==> config.mk <==
export PLATFORM = sky130hd
export DESIGN_NAME = line_resampler
export DESIGN_NICKNAME = d
export VERILOG_FILES = /design/src/rtl/line_resampler_pkg.sv /design/src/rtl/line_resampler_filter.sv /design/src/rtl/line_resampler_stepper.sv /design/src/rtl/line_resampler.sv
export SDC_FILE = /design/constraint.sdc
export NUM_CORES = 2
export LEC_CHECK = 0
export ABC_AREA = 1
export CORE_ASPECT_RATIO = 0.5
export CORE_MARGIN = 2
export CORE_UTILIZATION = 60
export DETAILED_ROUTE_END_ITERATION = 10
export PLACE_DENSITY = 0.78
export SLEW_MARGIN = 20
export SYNTH_ARGS = -nofsm -noshare
export SYNTH_HDL_FRONTEND = slang
export SYNTH_SLANG_ARGS = --single-unit
export TNS_END_PERCENT = 30
==> constraint.sdc <==
create_clock -name clk -period 13.6 [get_ports clk]
set_input_delay 4.08 -clock clk [delete_from_list [all_inputs] [get_ports clk]]
set_output_delay 4.08 -clock clk [all_outputs]
set_load 0.005 [all_outputs]
==> src/rtl/line_resampler_pkg.sv <==
package line_resampler_pkg;
  parameter int unsigned CH_W = 8;
  localparam int unsigned ACC_W = CH_W + 4;

  typedef logic [CH_W-1:0] chan_t;
  typedef enum logic [1:0] {
    TAP_PASS     = 2'd0,
    TAP_MILD     = 2'd1,
    TAP_STRONG   = 2'd2,
    TAP_PASS_ALT = 2'd3
  } tap_sel_e;

  // Smoothing kernel on one channel, rounded by half an LSB.
  function automatic chan_t smooth_px(input logic [1:0] sel, input chan_t l, input chan_t c,
                                      input chan_t r);
    logic [CH_W+1:0] s;
    s = '0;
    case (tap_sel_e'(sel))
      TAP_MILD: begin
        s = {2'b00, l} + {1'b0, c, 1'b0} + {2'b00, r} + (CH_W+2)'(2);
        return s[CH_W+1:2];
      end
      TAP_STRONG: begin
        s = {2'b00, l} + {2'b00, r} + (CH_W+2)'(1);
        return s[CH_W:1];
      end
      default: return c;
    endcase
  endfunction

  // Sharpening kernel on one channel, clamped to the channel range.
  function automatic chan_t sharp_px(input logic [1:0] sel, input chan_t l, input chan_t c,
                                     input chan_t r);
    logic signed [ACC_W-1:0] lx, cx, rx, v, top;
    lx  = $signed({{(ACC_W-CH_W){1'b0}}, l});
    cx  = $signed({{(ACC_W-CH_W){1'b0}}, c});
    rx  = $signed({{(ACC_W-CH_W){1'b0}}, r});
    top = $signed({{(ACC_W-CH_W){1'b0}}, {CH_W{1'b1}}});
    case (tap_sel_e'(sel))
      TAP_MILD: begin
        v = (cx <<< 2) - lx - rx + $signed(ACC_W'(1));
        v = v >>> 1;
      end
      TAP_STRONG: v = (cx <<< 1) + cx - lx - rx;
      default: v = cx;
    endcase
    if (v < $signed(ACC_W'(0))) return '0;
    if (v > top) return '1;
    return v[CH_W-1:0];
  endfunction
endpackage

==> src/rtl/line_resampler_filter.sv <==
module line_resampler_filter
  import line_resampler_pkg::*;
#(
  parameter int unsigned W        = 12,
  parameter int unsigned CHANNELS = 3,
  parameter int unsigned TAG_W    = 12
) (
  input  logic                     clk,
  input  logic                     rst_n,
  input  logic [W-1:0]             len,
  input  logic                     use_sharp,
  input  logic [1:0]               smooth_sel,
  input  logic [1:0]               sharp_sel,
  input  logic                     in_valid,
  output logic                     in_ready,
  input  logic [CHANNELS*CH_W-1:0] in_pix,
  input  logic [TAG_W-1:0]         in_tag,
  output logic                     out_valid,
  input  logic                     out_ready,
  output logic [CHANNELS*CH_W-1:0] out_pix,
  output logic [TAG_W-1:0]         out_tag
);
  localparam int unsigned PIX_W = CHANNELS * CH_W;

  logic             have_c, c_first, c_last;
  logic [PIX_W-1:0] c_q, l_q;
  logic [TAG_W-1:0] tag_q;
  logic [W-1:0]     pos_q;

  logic             in_fire, out_fire, in_first, in_last;
  logic [PIX_W-1:0] left_px, right_px;

  assign in_first = (pos_q == '0);
  assign in_last  = (pos_q == len - W'(1));
  assign in_ready = !have_c || out_ready;
  assign out_valid = have_c && (in_valid || c_last);
  assign in_fire  = in_valid && in_ready;
  assign out_fire = out_valid && out_ready;

  // Edge replication: the missing neighbour becomes the centre pixel.
  assign left_px  = c_first ? c_q : l_q;
  assign right_px = c_last ? c_q : in_pix;
  assign out_tag  = tag_q;

  for (genvar k = 0; k < CHANNELS; k++) begin : g_ch
    chan_t lk, ck, rk;
    assign lk = left_px[k*CH_W +: CH_W];
    assign ck = c_q[k*CH_W +: CH_W];
    assign rk = right_px[k*CH_W +: CH_W];
    assign out_pix[k*CH_W +: CH_W] = use_sharp ? sharp_px(sharp_sel, lk, ck, rk)
                                               : smooth_px(smooth_sel, lk, ck, rk);
  end

  always_ff @(posedge clk or negedge rst_n) begin
    if (!rst_n) begin
      have_c  <= 1'b0;
      c_first <= 1'b0;
      c_last  <= 1'b0;
      c_q     <= '0;
      l_q     <= '0;
      tag_q   <= '0;
      pos_q   <= '0;
    end else if (in_fire) begin
      have_c  <= 1'b1;
      l_q     <= c_q;
      c_q     <= in_pix;
      tag_q   <= in_tag;
      c_first <= in_first;
      c_last  <= in_last;
      pos_q   <= in_last ? '0 : pos_q + W'(1);
    end else if (out_fire) begin
      have_c <= 1'b0;
    end
  end

  // A pixel accepted into a busy centre slot must push the old centre out.
  assert_no_lost_centre_R2: assert property (@(posedge clk) disable iff (!rst_n)
    (in_fire && have_c) |-> out_fire);
endmodule

==> src/rtl/line_resampler_stepper.sv <==
module line_resampler_stepper #(
  parameter int unsigned W     = 12,
  parameter int unsigned PIX_W = 24
) (
  input  logic             clk,
  input  logic             rst_n,
  input  logic [W-1:0]     dx,
  input  logic [W-1:0]     dy,
  input  logic             mirror,
  input  logic             in_valid,
  output logic             in_ready,
  input  logic [PIX_W-1:0] in_pix,
  input  logic [W-1:0]     in_idx,
  output logic             out_valid,
  input  logic             out_ready,
  output logic [PIX_W-1:0] out_pix,
  output logic [W-1:0]     out_x
);
  localparam int unsigned EW = W + 2;

  logic          fresh_q;
  logic [EW-1:0] err_q;
  logic [W-1:0]  cnt_q;

  logic [EW-1:0] dx2, dy2, err_cur, err_sum, err_next;
  logic [W-1:0]  cnt_cur;
  logic          emit, consume, advance, last_src, reduce_mode;

  assign dx2         = {1'b0, dx, 1'b0};
  assign dy2         = {1'b0, dy, 1'b0};
  assign reduce_mode = (dx >= dy);
  assign err_cur     = fresh_q ? EW'(dx) : err_q;
  assign cnt_cur     = fresh_q ? '0 : cnt_q;

  // Error term: emit while below 2*dy, consume once the sum reaches 2*dy.
  assign emit     = (err_cur < dy2);
  assign err_sum  = err_cur + (emit ? dx2 : '0);
  assign consume  = (err_sum >= dy2);
  assign err_next = consume ? (err_sum - dy2) : err_sum;
  assign last_src = (in_idx == dx - W'(1));

  assign advance   = in_valid && (!emit || out_ready);
  assign in_ready  = consume && (!emit || out_ready);
  assign out_valid = in_valid && emit;
  assign out_pix   = in_pix;
  assign out_x     = mirror ? (dy - W'(1) - cnt_cur) : cnt_cur;

  always_ff @(posedge clk or negedge rst_n) begin
    if (!rst_n) begin
      fresh_q <= 1'b1;
      err_q   <= '0;
      cnt_q   <= '0;
    end else if (advance) begin
      if (consume && last_src) begin
        fresh_q <= 1'b1;
        err_q   <= '0;
        cnt_q   <= '0;
      end else begin
        fresh_q <= 1'b0;
        err_q   <= err_next;
        cnt_q   <= cnt_cur + W'(emit);
      end
    end
  end

  assert_reduce_rate_R4: assert property (@(posedge clk) disable iff (!rst_n)
    (reduce_mode && in_valid && out_ready) |-> in_ready);
  assert_enlarge_rate_R4: assert property (@(posedge clk) disable iff (!rst_n)
    (!reduce_mode && in_valid) |-> out_valid);
  assert_row_complete_R2: assert property (@(posedge clk) disable iff (!rst_n)
    (in_valid && in_ready && last_src) |-> ((cnt_cur + W'(emit)) == dy));
  assert_count_bound_R10: assert property (@(posedge clk) disable iff (!rst_n)
    out_valid |-> (cnt_cur < dy));
endmodule

==> src/rtl/line_resampler.sv <==
module line_resampler
  import line_resampler_pkg::*;
#(
  parameter int unsigned W        = 12,
  parameter int unsigned CHANNELS = 3
) (
  input  logic                     clk,
  input  logic                     rst_n,
  input  logic [W-1:0]             src_width,
  input  logic [W-1:0]             dst_width,
  input  logic [1:0]               smooth_sel,
  input  logic [1:0]               sharp_sel,
  input  logic                     mirror,
  input  logic                     in_valid,
  output logic                     in_ready,
  input  logic [CHANNELS*CH_W-1:0] in_pixel,
  output logic                     out_valid,
  input  logic                     out_ready,
  output logic [CHANNELS*CH_W-1:0] out_pixel,
  output logic [W-1:0]             out_x
);
  localparam int unsigned PIX_W = CHANNELS * CH_W;

  logic             reduce_mode;
  logic [W-1:0]     src_idx;
  logic             in_fire, src_last;

  logic             a_valid, a_ready;
  logic [PIX_W-1:0] a_pix;
  logic [W-1:0]     a_idx;
  logic             s_valid, s_ready;
  logic [PIX_W-1:0] s_pix;
  logic [W-1:0]     s_x;

  assign reduce_mode = (src_width >= dst_width);
  assign in_fire     = in_valid && in_ready;
  assign src_last    = (src_idx == src_width - W'(1));

  always_ff @(posedge clk or negedge rst_n) begin
    if (!rst_n)       src_idx <= '0;
    else if (in_fire) src_idx <= src_last ? '0 : src_idx + W'(1);
  end

  // Stage before the resampler: smoothing on reduction, sharpening on enlargement.
  line_resampler_filter #(.W(W), .CHANNELS(CHANNELS), .TAG_W(W)) u_pre (
    .clk(clk), .rst_n(rst_n), .len(src_width), .use_sharp(!reduce_mode),
    .smooth_sel(smooth_sel), .sharp_sel(sharp_sel),
    .in_valid(in_valid), .in_ready(in_ready), .in_pix(in_pixel), .in_tag(src_idx),
    .out_valid(a_valid), .out_ready(a_ready), .out_pix(a_pix), .out_tag(a_idx)
  );

  line_resampler_stepper #(.W(W), .PIX_W(PIX_W)) u_step (
    .clk(clk), .rst_n(rst_n), .dx(src_width), .dy(dst_width), .mirror(mirror),
    .in_valid(a_valid), .in_ready(a_ready), .in_pix(a_pix), .in_idx(a_idx),
    .out_valid(s_valid), .out_ready(s_ready), .out_pix(s_pix), .out_x(s_x)
  );

  // Stage after the resampler: the other filter of the pair.
  line_resampler_filter #(.W(W), .CHANNELS(CHANNELS), .TAG_W(W)) u_post (
    .clk(clk), .rst_n(rst_n), .len(dst_width), .use_sharp(reduce_mode),
    .smooth_sel(smooth_sel), .sharp_sel(sharp_sel),
    .in_valid(s_valid), .in_ready(s_ready), .in_pix(s_pix), .in_tag(s_x),
    .out_valid(out_valid), .out_ready(out_ready), .out_pix(out_pixel), .out_tag(out_x)
  );

  assert_hold_R11: assert property (@(posedge clk) disable iff (!rst_n)
    (out_valid && !out_ready) |=> (out_valid && $stable(out_pixel) && $stable(out_x)));
  assert_x_range_R10: assert property (@(posedge clk) disable iff (!rst_n)
    out_valid |-> (out_x < dst_width));
endmodule

==> flow_summary_export.csv <==
group,metric,value,unit
outcome,status,"finished, violations left",
outcome,violations,"setup timing",
finish,layout-drive-gt1-share,13.7,%
grt,antenna_found_initial,0,
grt,grt_overflow,0,
clocking,htree_levels,4,
finish,area_growth,19.9,%
timing,rsz0062_at_grt,"true",
routing,routed_via_density,5.71,
clocking,clock_latency,0.50,ns
worst_setup_path,r2r_setup_slack,6.58,ns
timing,fmax,0.0733,GHz
timing,finalSetupTns,-0.0409,ns
floorplanning,die_y,168,µm
yosys,synth_edf_count,0,
routing,drtIter0Drc,3178,
clocking,cts_buffer_depth,2,
timing,timing.final.crit_share,100,%
worst_setup_path,critical_path_buf_inv_count,6,
yosys,ys_types,54,
timing,maxSlewViolCount,0,
min_path,min_path_cells,2,
timing,setup_viol,1,
routing,drt_wl_total,106000,µm
routing,num_vias,35011,
clocking,cts_buffers,17,
yosys,synth_top_cell_area_share,19.5,%
grt,grt_pass1_wl,171000,µm
finish,antenna_cells,0,
place,dpl-instance-area,0.0368,mm²
place,numPortBuffers,94,
worst_setup_path,crit_family,"simple AND/OR/NAND/NOR gates",
finish,nNetsFinal,6067,
timing,fin_skew,0.0243,ns
job,drv_cap,0,
yosys,synth.net_count,5655,
worst_setup_path,rr_worst_depth,34,
floorplanning,die_w,332,µm
clocking,numClockSinks,189,
worst_setup_path,cp_max_fo,8,
min_path,hold_path_end,"u_pre.l_q[17]",
place,gp_congestion,1.02,
timing,finalCriticalPeriod,13.64,ns
routing,postRouteAntennaNets,0,
clocking,cts_tree,"done",
worst_setup_path,reg2reg_to,"u_pre.l_q[10]",
routing,first_pass_iters,8,
min_path,min_from,"u_pre.l_q[17]",
yosys,async_flop_share,100,%
grt,grt_max_degree,98,
floorplanning,die_area,0.0559,mm²
worst_setup_path,cp-start-kind,"primary input",
yosys,synthFlopType,"dfrtp_1",
worst_setup_path,timing.rr.start,"u_step.fresh_q",
floorplanning,ios,95,
yosys,synth_top_area_cell,"ha_1",
worst_setup_path,critical_path_class,"in -> out",
timing,finalHoldViolCount,0,
worst_setup_path,cp_data_required_time,9.52,ns
yosys,synth_area,0.0323,mm²
timing,max_slew.worst_pin.slew,0.997,ns
timing,whs,0.480,ns
min_path,hp-class,"reg -> reg",
worst_setup_path,cp_slowest_cell,"fa_1",
worst_setup_path,worstPathArrival,9.56,ns
finish,stdcell_area,0.0388,mm²
yosys,ys_warn_count,0,
yosys,synthCells,4990,
finish,final_common_cell,"nand2_1",
routing,drc_errors,0,
yosys,avgSynthCellArea,6.48,µm²
finish,nFillCells,4488,
floorplanning,core_area,0.0535,mm²
yosys,ys_seq_area_share,14.6,%
routing,routedWlPerCell,17.3,µm
clocking,cts_root_buf,"clkbuf_16",
grt,grt_pass1_vias,34302,
clocking,holdBufCountCts,0,
yosys,synth_seq_cells,189,
worst_setup_path,end_kind,"output pin",
grt,grt.total_usage,37.5,%
finish,final_cell_mix,"nand2_1 (1,508), inv_1 (676), ha_1 (449)",
yosys,synth_area_leaders,"ha_1 (19%), nand2_1 (18%), dfrtp_1 (15%), inv_1 (7.9%), fa_1 (6.5%)",
worst_setup_path,cpPeakStageDelay,0.54,ns
floorplanning,start_util,60.4,%
timing,fin_ws,-0.0409,ns
clocking,clk_pin_slew_worst_paths,0.09,ns
place,hpwl,82300,µm
floorplanning,rows,60,
timing,max_slew_margin,33.6,%
-- worst max path at each step --
stage,from,to,slack (ns),depth (start not counted)
floorplan,in_pixel[2],out_pixel[0],0.77,35
global placement,in_pixel[4],out_pixel[7],-0.50,34
detailed placement,in_pixel[4],out_pixel[3],-0.64,37
CTS,in_pixel[7],out_pixel[6],-0.07,35
global route,in_pixel[12],out_pixel[14],-0.33,32
finish,in_pixel[11],out_pixel[14],-0.04,38
-- timing repair --
action | in CTS | in global routing
resized for setup | 162 | 165
endpoints found under the hold margin | 0 | 0
setup buffers | 5 | 11
pin swaps | 39 | 81
cloned | 0 | 0
setup endpoints to repair | 24 | 25
-- layer usage --
metal	vias to the layer above	global-route usage [%]	part of all wire (%)
li1	16975	-	-
met4	0	14.7	3.9
met2	1440	63.6	46
met1	16290	49.1	43
met5	-	0	0
met3	306	4.61	7.5
-- registers in the layout (all words and copies together), names as in the netlist --
signal	count
src_idx	12
u_post.c_first	1
u_post.c_last	1
u_post.c_q	24
u_post.have_c	1
u_post.l_q	24
u_post.out_tag	12
u_post.pos_q	12
u_pre.c_first	1
u_pre.c_last	1
u_pre.c_q	24
u_pre.have_c	1
u_pre.l_q	24
u_pre.out_tag	12
u_pre.pos_q	12
u_step.cnt_q	12
u_step.err_q	14
u_step.fresh_q	1
-- synthesized netlist by cell type, types with 9 or more instances --
master,number
xnor2_1,63
clkbuf_1,96
ha_1,503
dfrtp_1,188
o21bai_1,20
nor3_1,30
nand3b_1,17
o221ai_1,24
clkinv_1,11
nand4_1,91
o21ai_0,321
a31oi_1,17
a21oi_1,276
buf_2,15
nor4_1,9
buf_6,12
nand2_1,1580
nand3_1,314
buf_1,9
xor2_1,143
fa_1,105
inv_1,683
o211ai_1,49
o22ai_1,9
nor2_1,278
or2_2,21
o21a_1,12
o21ai_1,18
-- through the flow --
stage          util [%]  cells  worst slack (ns)
2_1_floorplan         -   4990             0.767
3_3_place_gp       68.7   6080            -0.496
3_5_place_dp       68.7   6080            -0.642
4_1_cts            71.1   6117           -0.0704
5_1_grt            72.5   6128            -0.333
6_report           72.5   6128           -0.0409
-- final cells by class --
| class | instances | area (µm²) | share of cell area (%) |
|---|---|---|---|
| multi-input cells | 3966 | 25600 | 65.9 |
| flip-flops and latches | 189 | 4730 | 12.2 |
| repair buffers | 526 | 4300 | 11.1 |
| inverters | 702 | 2640 | 6.80 |
| well taps | 713 | 892 | 2.30 |
| clock buffers | 17 | 425 | 1.10 |
| clock inverters | 15 | 218 | 0.561 |
-- cells by family after synthesis --
logic type	Yosys count	share of synthesized area, %
compound gates	788	13.6
xor+xnor	206	5.58
fa+ha+maj	608	26.0
buf+inv	835	10.0
flops	189	14.6
simple gates	2364	30.2
-- worst register-to-register path, delay by kind of cell (launching register included) --
family                   cells  cell delay, ns
flip-flops                   1            0.62
adder cells (fa/ha/maj)      3            1.03
XOR/XNOR                     1            0.24
AO/OA/AOI/OAI                6            0.94
AND/OR/NAND/NOR             18            2.27
buffers and inverters        6            1.76
Power is left out: the tool's default activity adds up to more than one toggle a clock period on the data nets, which glitch-free logic cannot reach.
